File: config.mk
export PLATFORM = sky130hd
export DESIGN_NAME = chsel_lock_buf
export DESIGN_NICKNAME = d
export VERILOG_FILES = /design/src/rtl/chsel_pkg.sv /design/src/rtl/chsel_shadow_reg.sv /design/src/rtl/chsel_lock_fsm.sv /design/src/rtl/chsel_eff_reg.sv /design/src/rtl/chsel_lock_buf.sv
export SDC_FILE = /design/constraint.sdc
export NUM_CORES = 1
export LEC_CHECK = 0
export ABC_AREA = 1
export BUFFER_PORTS_ARGS = -buffer_cell sky130_fd_sc_hd__buf_2
export CORE_MARGIN = 4
export CORE_UTILIZATION = 46
export DETAILED_ROUTE_END_ITERATION = 7
export PLACE_DENSITY_LB_ADDON = 0.12
export SETUP_SLACK_MARGIN = 0.2
export SYNTH_ARGS = -nofsm -noshare
export SYNTH_HDL_FRONTEND = slang
export SYNTH_HIERARCHICAL = 1
export SYNTH_SLANG_ARGS = --single-unit
export TNS_END_PERCENT = 100
File: constraint.sdc
create_clock -name clk -period 1.15 [get_ports clk]
set_input_delay 0.23 -clock clk [delete_from_list [all_inputs] [get_ports clk]]
set_output_delay 0.23 -clock clk [all_outputs]
set_load 0.01 [all_outputs]
File: src/rtl/chsel_pkg.sv
package chsel_pkg;

    typedef enum logic [1:0] {
        ST_TRACK  = 2'd0,
        ST_ARMED  = 2'd1,
        ST_LOCKED = 2'd2
    } lock_state_e;

endpackage

File: src/rtl/chsel_shadow_reg.sv
module chsel_shadow_reg #(
    parameter int unsigned SEL_W = 7
) (
    input  logic             clk,
    input  logic             rst_n,
    input  logic             wr_en,
    input  logic [SEL_W-1:0] wr_data,
    output logic [SEL_W-1:0] tmp_q,
    output logic [SEL_W-1:0] tmp_next
);

    // value the temporary register takes on the coming edge
    always_comb begin
        tmp_next = wr_en ? wr_data : tmp_q;
    end

    always_ff @(posedge clk or negedge rst_n) begin
        if (!rst_n) begin
            tmp_q <= '0;
        end else begin
            tmp_q <= tmp_next;
        end
    end

    // any write is captured, regardless of lock
    assert_write_taken_R2: assert property (@(posedge clk) disable iff (!rst_n)
        wr_en |=> tmp_q == $past(wr_data));

endmodule

File: src/rtl/chsel_lock_fsm.sv
module chsel_lock_fsm
    import chsel_pkg::*;
(
    input  logic        clk,
    input  logic        rst_n,
    input  logic        start_req,
    input  logic        conv_busy,
    input  logic        conv_last,
    output lock_state_e state_q,
    output logic        load_en
);

    lock_state_e state_d;

    always_comb begin
        state_d = state_q;
        unique case (state_q)
            ST_TRACK:  if (start_req) state_d = ST_ARMED;
            ST_ARMED:  state_d = ST_LOCKED;
            ST_LOCKED: if (conv_last || !conv_busy) state_d = ST_TRACK;
            default:   state_d = ST_TRACK;
        endcase
    end

    always_ff @(posedge clk or negedge rst_n) begin
        if (!rst_n) begin
            state_q <= ST_TRACK;
        end else begin
            state_q <= state_d;
        end
    end

    // output process: reload everywhere except inside the lock window
    always_comb begin
        unique case (state_q)
            ST_TRACK:  load_en = 1'b1;
            ST_ARMED:  load_en = 1'b1;
            ST_LOCKED: load_en = conv_last || !conv_busy;
            default:   load_en = 1'b1;
        endcase
    end

    assert_arm_on_start_R4: assert property (@(posedge clk) disable iff (!rst_n)
        (state_q == ST_TRACK && start_req) |=> state_q == ST_ARMED);

    assert_lock_after_arm_R4: assert property (@(posedge clk) disable iff (!rst_n)
        (state_q == ST_ARMED) |=> state_q == ST_LOCKED);

    assert_release_last_R6: assert property (@(posedge clk) disable iff (!rst_n)
        (state_q == ST_LOCKED && conv_last) |=> state_q == ST_TRACK);

    assert_release_abort_R8: assert property (@(posedge clk) disable iff (!rst_n)
        (state_q == ST_LOCKED && !conv_busy) |=> state_q == ST_TRACK);

    assert_ignore_last_idle_R10: assert property (@(posedge clk) disable iff (!rst_n)
        (state_q == ST_TRACK && !start_req) |=> state_q == ST_TRACK);

endmodule

File: src/rtl/chsel_eff_reg.sv
module chsel_eff_reg #(
    parameter int unsigned SEL_W = 7
) (
    input  logic             clk,
    input  logic             rst_n,
    input  logic             load_en,
    input  logic [SEL_W-1:0] load_data,
    output logic [SEL_W-1:0] eff_q
);

    // single register: both fields move in one edge
    always_ff @(posedge clk or negedge rst_n) begin
        if (!rst_n) begin
            eff_q <= '0;
        end else if (load_en) begin
            eff_q <= load_data;
        end
    end

endmodule

File: src/rtl/chsel_lock_buf.sv
module chsel_lock_buf
    import chsel_pkg::*;
#(
    parameter int unsigned MUX_W = 5,
    parameter int unsigned REF_W = 2
) (
    input  logic             clk,
    input  logic             rst_n,
    input  logic             wr_en,
    input  logic [MUX_W-1:0] wr_mux,
    input  logic [REF_W-1:0] wr_ref,
    input  logic             start_req,
    input  logic             conv_busy,
    input  logic             conv_last,
    output logic [MUX_W-1:0] eff_mux,
    output logic [REF_W-1:0] eff_ref
);

    localparam int unsigned SEL_W = MUX_W + REF_W;

    logic [SEL_W-1:0] tmp_q;
    logic [SEL_W-1:0] tmp_next;
    logic [SEL_W-1:0] eff_q;
    logic             load_en;
    lock_state_e      state_q;

    chsel_shadow_reg #(.SEL_W(SEL_W)) shadow_i (
        .clk      (clk),
        .rst_n    (rst_n),
        .wr_en    (wr_en),
        .wr_data  ({wr_ref, wr_mux}),
        .tmp_q    (tmp_q),
        .tmp_next (tmp_next)
    );

    chsel_lock_fsm fsm_i (
        .clk       (clk),
        .rst_n     (rst_n),
        .start_req (start_req),
        .conv_busy (conv_busy),
        .conv_last (conv_last),
        .state_q   (state_q),
        .load_en   (load_en)
    );

    chsel_eff_reg #(.SEL_W(SEL_W)) eff_i (
        .clk       (clk),
        .rst_n     (rst_n),
        .load_en   (load_en),
        .load_data (tmp_next),
        .eff_q     (eff_q)
    );

    assign eff_mux = eff_q[MUX_W-1:0];
    assign eff_ref = eff_q[SEL_W-1:MUX_W];

    // outside the lock window the effective copy mirrors the temporary one
    assert_track_equal_R3: assert property (@(posedge clk) disable iff (!rst_n)
        (state_q != ST_LOCKED) |-> eff_q == tmp_q);

    // inside the lock window the outputs hold
    assert_hold_locked_R5: assert property (@(posedge clk) disable iff (!rst_n)
        (state_q == ST_LOCKED && conv_busy && !conv_last) |=> $stable(eff_q));

    // the release edge brings in the newest temporary value
    assert_release_load_R6: assert property (@(posedge clk) disable iff (!rst_n)
        (state_q == ST_LOCKED && conv_last) |=> eff_q == tmp_q);

endmodule

After elaboration in Yosys (flattened, before gate mapping)
Index checks and enable logic that the tools add are counted.
Widths: inputs -> output; s select.
- flip-flop bits (word level): 16
- word-level logic and storage cells: 16
- output and inout bits: 7
- input bits: 13
- reductions and logical operators: 4
- multiplexer cells: 5
- eq/ne operators: 4
- operators with widths (cell ; number):
    $mux 7 ; 1
    $pmux 2 s3 ; 1
    $mux 2 ; 2
    $eq 2x1->1 const B ; 1
    $eq 2x2->1 const B ; 1
    $logic_not 2->1 ; 1
    $ne 2x1->1 const B ; 1
    $ne 2x2->1 const B ; 1
    $reduce_and 2->1 ; 1
    $logic_not 1->1 ; 1
    $logic_or 1x1->1 ; 1
    $mux 1 ; 1

Logic depth before layout (Yosys ltp)
- depth after elaboration: 4
- gate-level depth with buffers: 7
- mapped depth without buffers: 6

Modules after synthesis
Netlist, hierarchy kept.
- by module, submodules not included (module ; area an instance (um^2) ; cells each ; instances):
    chsel_eff_reg ; 269.0 ; 30 ; 1
    chsel_shadow_reg ; 269.0 ; 30 ; 1
    chsel_lock_fsm ; 88.8 ; 10 ; 1

Worst setup path after synthesis
OpenSTA, ideal clock, no wires.
- path kind: flip-flop to flip-flop
- start point: register fsm_i.state_q[0]
- end point: register eff_i.eff_q[5]
- stages on the path, launching flop included: 7
- arrival: 0.849 ns
- data required time: 1.085 ns
- buffers on the path: 1
- path slack: 0.237 ns
- period minus slack after synthesis: 0.913 ns
- setup time: 0.065 ns
- cells stage by stage: dfrtp_1 > nor2_1 > nand2_2 > buf_6 > inv_2 > nand2_1 > nand2_1
- word-level cells in the longest chain between the ends: 2
- RTL lines (what ; RTL line ; text):
    start, declared ; chsel_lock_fsm.sv:9 ; output lock_state_e state_q,
    start signal, assigned ; chsel_lock_fsm.sv:29 ; state_q <= state_d;
    $eq 2x2->1 ; chsel_lock_fsm.sv:35 ; unique case (state_q)
    $mux 1 ; chsel_lock_fsm.sv:35 ;
    named net load_en ; chsel_lock_buf.sv:24 ; logic load_en;
    end signal, assigned ; chsel_eff_reg.sv:16 ; eff_q <= load_data;
    end, declared ; chsel_eff_reg.sv:8 ; output logic [SEL_W-1:0] eff_q
The timed path passes the listed nets, and every way through them passes these cells.
A chain may end at the register's enable or synchronous reset.

Worst setup path in the final report
- start point: register eff_i.eff_q[0]
- end point: output eff_mux[0]
- RTL lines (what ; RTL line ; text):
    end, declared ; chsel_lock_buf.sv:15 ; output logic [MUX_W-1:0] eff_mux,
No word-level cell between the ends.

==> summary.log <==
[logic_synthesis] main combinational cell family by area after synthesis simple AND/OR/NAND/NOR gates
[sta] hold violation count in the final report 0
[logic_synthesis] flops & latches, synth 16
[critical_path] Slowest-stage cell, CP dfrtp_1
[critical_path] combined buffer and inverter count along the critical path 1
[critical_path] CP Data Required Time 0.92 ns
[sta] Final Critical Period 1.06 ns
[place] post-placement cell area 718 um^2
[hold_path] Hold Path Class in -> reg
[sta] count of final max-slew check failures 0
[floorplan] Die Ht 44.9 um
[drt] post-detailed-route wirelength per cell 11.6 um
[sta] slew at the pin with the worst max-slew slack 0.345 ns
[critical_path] Reg-to-Reg End eff_i/eff_q[4]$_DFFE_PN0P_
[sta] unrepaired setup endpoints after global routing true
[floorplan] total I/O pin count 20
[logic_synthesis] leading register cell type out of synthesis dfrtp_1
[drt] via-per-instance ratio 4.71
[sta] Highest Clock Rate 0.940 GHz
[drt] drt initial violations 3
[logic_synthesis] top cells by instance count after synthesis nand2_1 (44), dfrtp_1 (16)
[critical_path] category of the worst setup path launch point register
[logic_synthesis] post-synthesis instance total 70
[pwr] power per cell area 1470 mW/mm^2
[run_status] outcome finished, final reports clean
[cells_and_area] layout overhead on the synthesized area 42.5%
[place] IO buf count 19
[pwr] peak supply drop 912 uV
[clock_network] number of levels in the clock H-tree 1
[sta] final-layout setup total negative slack 0 ns
[floorplan] full die area 0.00202 mm^2
[critical_path] beginning of the worst register-to-register path fsm_i/state_q[0]$_DFFE_PN0P_
[sta] final worst-path cycle share 92.5%
[hold_path] Min-Delay Startpoint wr_mux[2]
[cells_and_area] number of antenna repair diodes 0
[hold_path] sink of the worst hold path shadow_i/tmp_q[2]$_DFF_PN0_
[place] gp weighted congestion 0.721
[logic_synthesis] Post-synth ARST share 100%
[critical_path] kind of cell adding the most delay to the critical path flip-flops
[cells_and_area] Core Util, Final 69.5%
[global_route] wire length of the first global-routing pass 2.21 mm
[critical_path] critical path capture point type output pin
[logic_synthesis] complex-gate fraction of the synthesized area 0%
[clock_network] TritonCTS Buffers 3
[global_route] antenna violations before repair 0
[place] dpl cells 102
[logic_synthesis] share of synthesized cell area in and, or, nand and nor gates 30.1%
[cells_and_area] non-filler cells in the finished layout 121
[drt] overall routed net length 1.40 mm
[global_route] number of global-route vias before repair 526
[cells_and_area] Net count, final 120
[logic_synthesis] sequential area share after synthesis 63.9%
[logic_synthesis] EDFF count, synth 0
[global_route] routing usage on met3 3.59%
[global_route] GRT met2 Usage 25.5%
[logic_synthesis] total nets after synthesis 83
[floorplan] Site Rows 13
[clock_network] Worst-Skew Late Latency 0.29 ns
[floorplan] effective utilization at floorplan 48.8%
[global_route] total track usage 16.1%
[clock_network] clock edge transition at the registers on the reported setup and hold paths 0.09 ns
[clock_network] TritonCTS clock tree done
[critical_path] data arrival time of the critical path 0.83 ns
[critical_path] Register-to-Register Setup Slack 0.15 ns
[place] HPWL after detailed placement 893 um
[cells_and_area] final cell area excluding filler cells 893 um^2
[drt] routed via count 570
[clock_network] maximum clock insertion buffer count 2
[logic_synthesis] Syn Std Cell Area 627 um^2
[pwr] leakage 0.527 nW
[logic_synthesis] mux cell area share after synthesis 0%
[hold_path] hold-critical path depth 3
[logic_synthesis] Yosys top cell by area dfrtp_1
[floorplan] horizontal die dimension 44.9 um
[critical_path] worst-path cell chain buf_6
[drt] Antenna Violating Nets Remaining 0
[critical_path] kind of critical path reg -> out
[global_route] global routing's busiest layer met2
[logic_synthesis] Synth cell types 8
[logic_synthesis] average instance area after synthesis 8.96 um^2
[critical_path] cell count of the worst reg-to-reg path 5
[sta] relative slew slack 77.0%
[logic_synthesis] leading cell type by number of instances after synthesis nand2_1
[global_route] largest net degree at the start of global routing 17
[cells_and_area] proportion of layout cells with a drive suffix above 1 43.4%
[global_route] GR Overflow Total 0
[sta] Finish-stage setup viols 0
[clock_network] Sinks on Clock Net 16
[critical_path] delay of the slowest cell on the worst path 0.41 ns
[logic_synthesis] fraction of synthesized cell area taken by the top area cell type 63.9%
[floorplan] area of the core 0.00128 mm^2
[logic_synthesis] top post-synthesis cells by area dfrtp_1 (64%), nand2_1 (26%), buf_6 (3.6%), nand2_2 (2.0%), inv_1 (1.2%)
[drt] first-pass iteration count of the detailed router 4
[logic_synthesis] synthesized-area fraction occupied by xor and xnor cells 0%
[sta] final setup skew 0.00444 ns
[drt] DRC violation count after routing 0
[critical_path] critical path peak fanout 2
[logic_synthesis] synthesized-area fraction occupied by adder cells 0%
[clock_network] clock root buffer clkbuf_4
[logic_synthesis] Yosys warning total 6
[global_route] GRT met1 Usage 18.8%
[flow_run] number of max-cap violations 0
## kinds of logic (layout without fill, tap and decap cells)
kind of cell,Yosys count,count (layout)
AND/OR/NAND/NOR,48,49
flip-flops,16,16
buffers and inverters,6,41
## worst max path at each step
stage | startpoint | to | slack [ns] | depth (start not counted)
floorplan | fsm_i/state_q[0]$_DFFE_PN0P_ | eff_i/eff_q[5]$_DFFE_PN0P_ | 0.24 | 6
global placement | fsm_i/state_q[1]$_DFFE_PN0P_ | eff_i/eff_q[4]$_DFFE_PN0P_ | 0.21 | 6
detailed placement | fsm_i/state_q[0]$_DFFE_PN0P_ | eff_i/eff_q[4]$_DFFE_PN0P_ | 0.18 | 5
CTS | eff_i/eff_q[1]$_DFFE_PN0P_ | eff_mux[1] | 0.08 | 1
global route | eff_i/eff_q[0]$_DFFE_PN0P_ | eff_mux[0] | 0.06 | 1
finish | eff_i/eff_q[0]$_DFFE_PN0P_ | eff_mux[0] | 0.09 | 1
## flip-flops by register name, summed over array words and instances, names as in the netlist
| register | cells |
|---|---|
| fsm_i/state_q | 2 |
| shadow_i/tmp_q | 7 |
| eff_i/eff_q | 7 |
## layout make-up
cell class                      count  area [um^2]
Tap cell                           15         18.8
Timing Repair Buffer               33          213
Fill cell                         111          392
Sequential cell                    16          400
Inverter                            4         17.5
Clock buffer                        4         36.3
Multi-Input combinational cell     49          208
## report_power, final
| part | internal [mW] | leakage [nW] | switching (mW) |
|---|---|---|---|
| sequential | 0.627 | 0.196 | 0.0331 |
| clock | 0.193 | 0.0210 | 0.174 |
| combinational | 0.148 | 0.310 | 0.137 |
| total | 0.968 | 0.527 | 0.344 |
## stage by stage
step / power [mW] / setup WS (ns) / hold slack (ns)
4_1_cts: 1.26 / 0.0848 / 0.156
2_1_floorplan: 0.774 / 0.237 / -0.0656
6_report: 1.31 / 0.0867 / 0.164
3_5_place_dp: 0.849 / 0.182 / 0.156
5_1_grt: 1.39 / 0.0622 / 0.168
3_3_place_gp: 0.842 / 0.207 / 0.153
## cells in the final DEF (no fill, tap or decap), drive strengths merged
cell         Yosys  final
buf              2     32
clkbuf           0      4
dfrtp           16     16
nand2           46     47
nor2             1      1
nor3b            1      1
dlygate4sd3      0      1
inv              4      4
## worst register-to-register path, cell delays in order (launching register included)
cell     delay (ns)
dfrtp_1        0.41
nor2_2         0.16
nand2_2        0.13
inv_4          0.12
nand2_1        0.06
nand2_1        0.06
## layer usage
| layer | wire length (um) | up-vias |
|---|---|---|
| li1 | - | 283 |
| met1 | 613 | 263 |
| met5 | 0 | - |
| met4 | 46 | 0 |
| met3 | 87 | 4 |
| met2 | 652 | 20 |
## repair_timing
| item | in CTS | in global routing |
|---|---|---|
| hold buffers | 1 | 0 |
| endpoints found under the hold margin | 16 | 0 |
| pin swaps | 1 | 4 |
| setup buffers | 6 | 7 |
| setup endpoints to repair | 14 | 15 |
| gates cloned | 1 | 0 |
| resized for setup | 1 | 8 |
(Power assumes the default switching activity.)
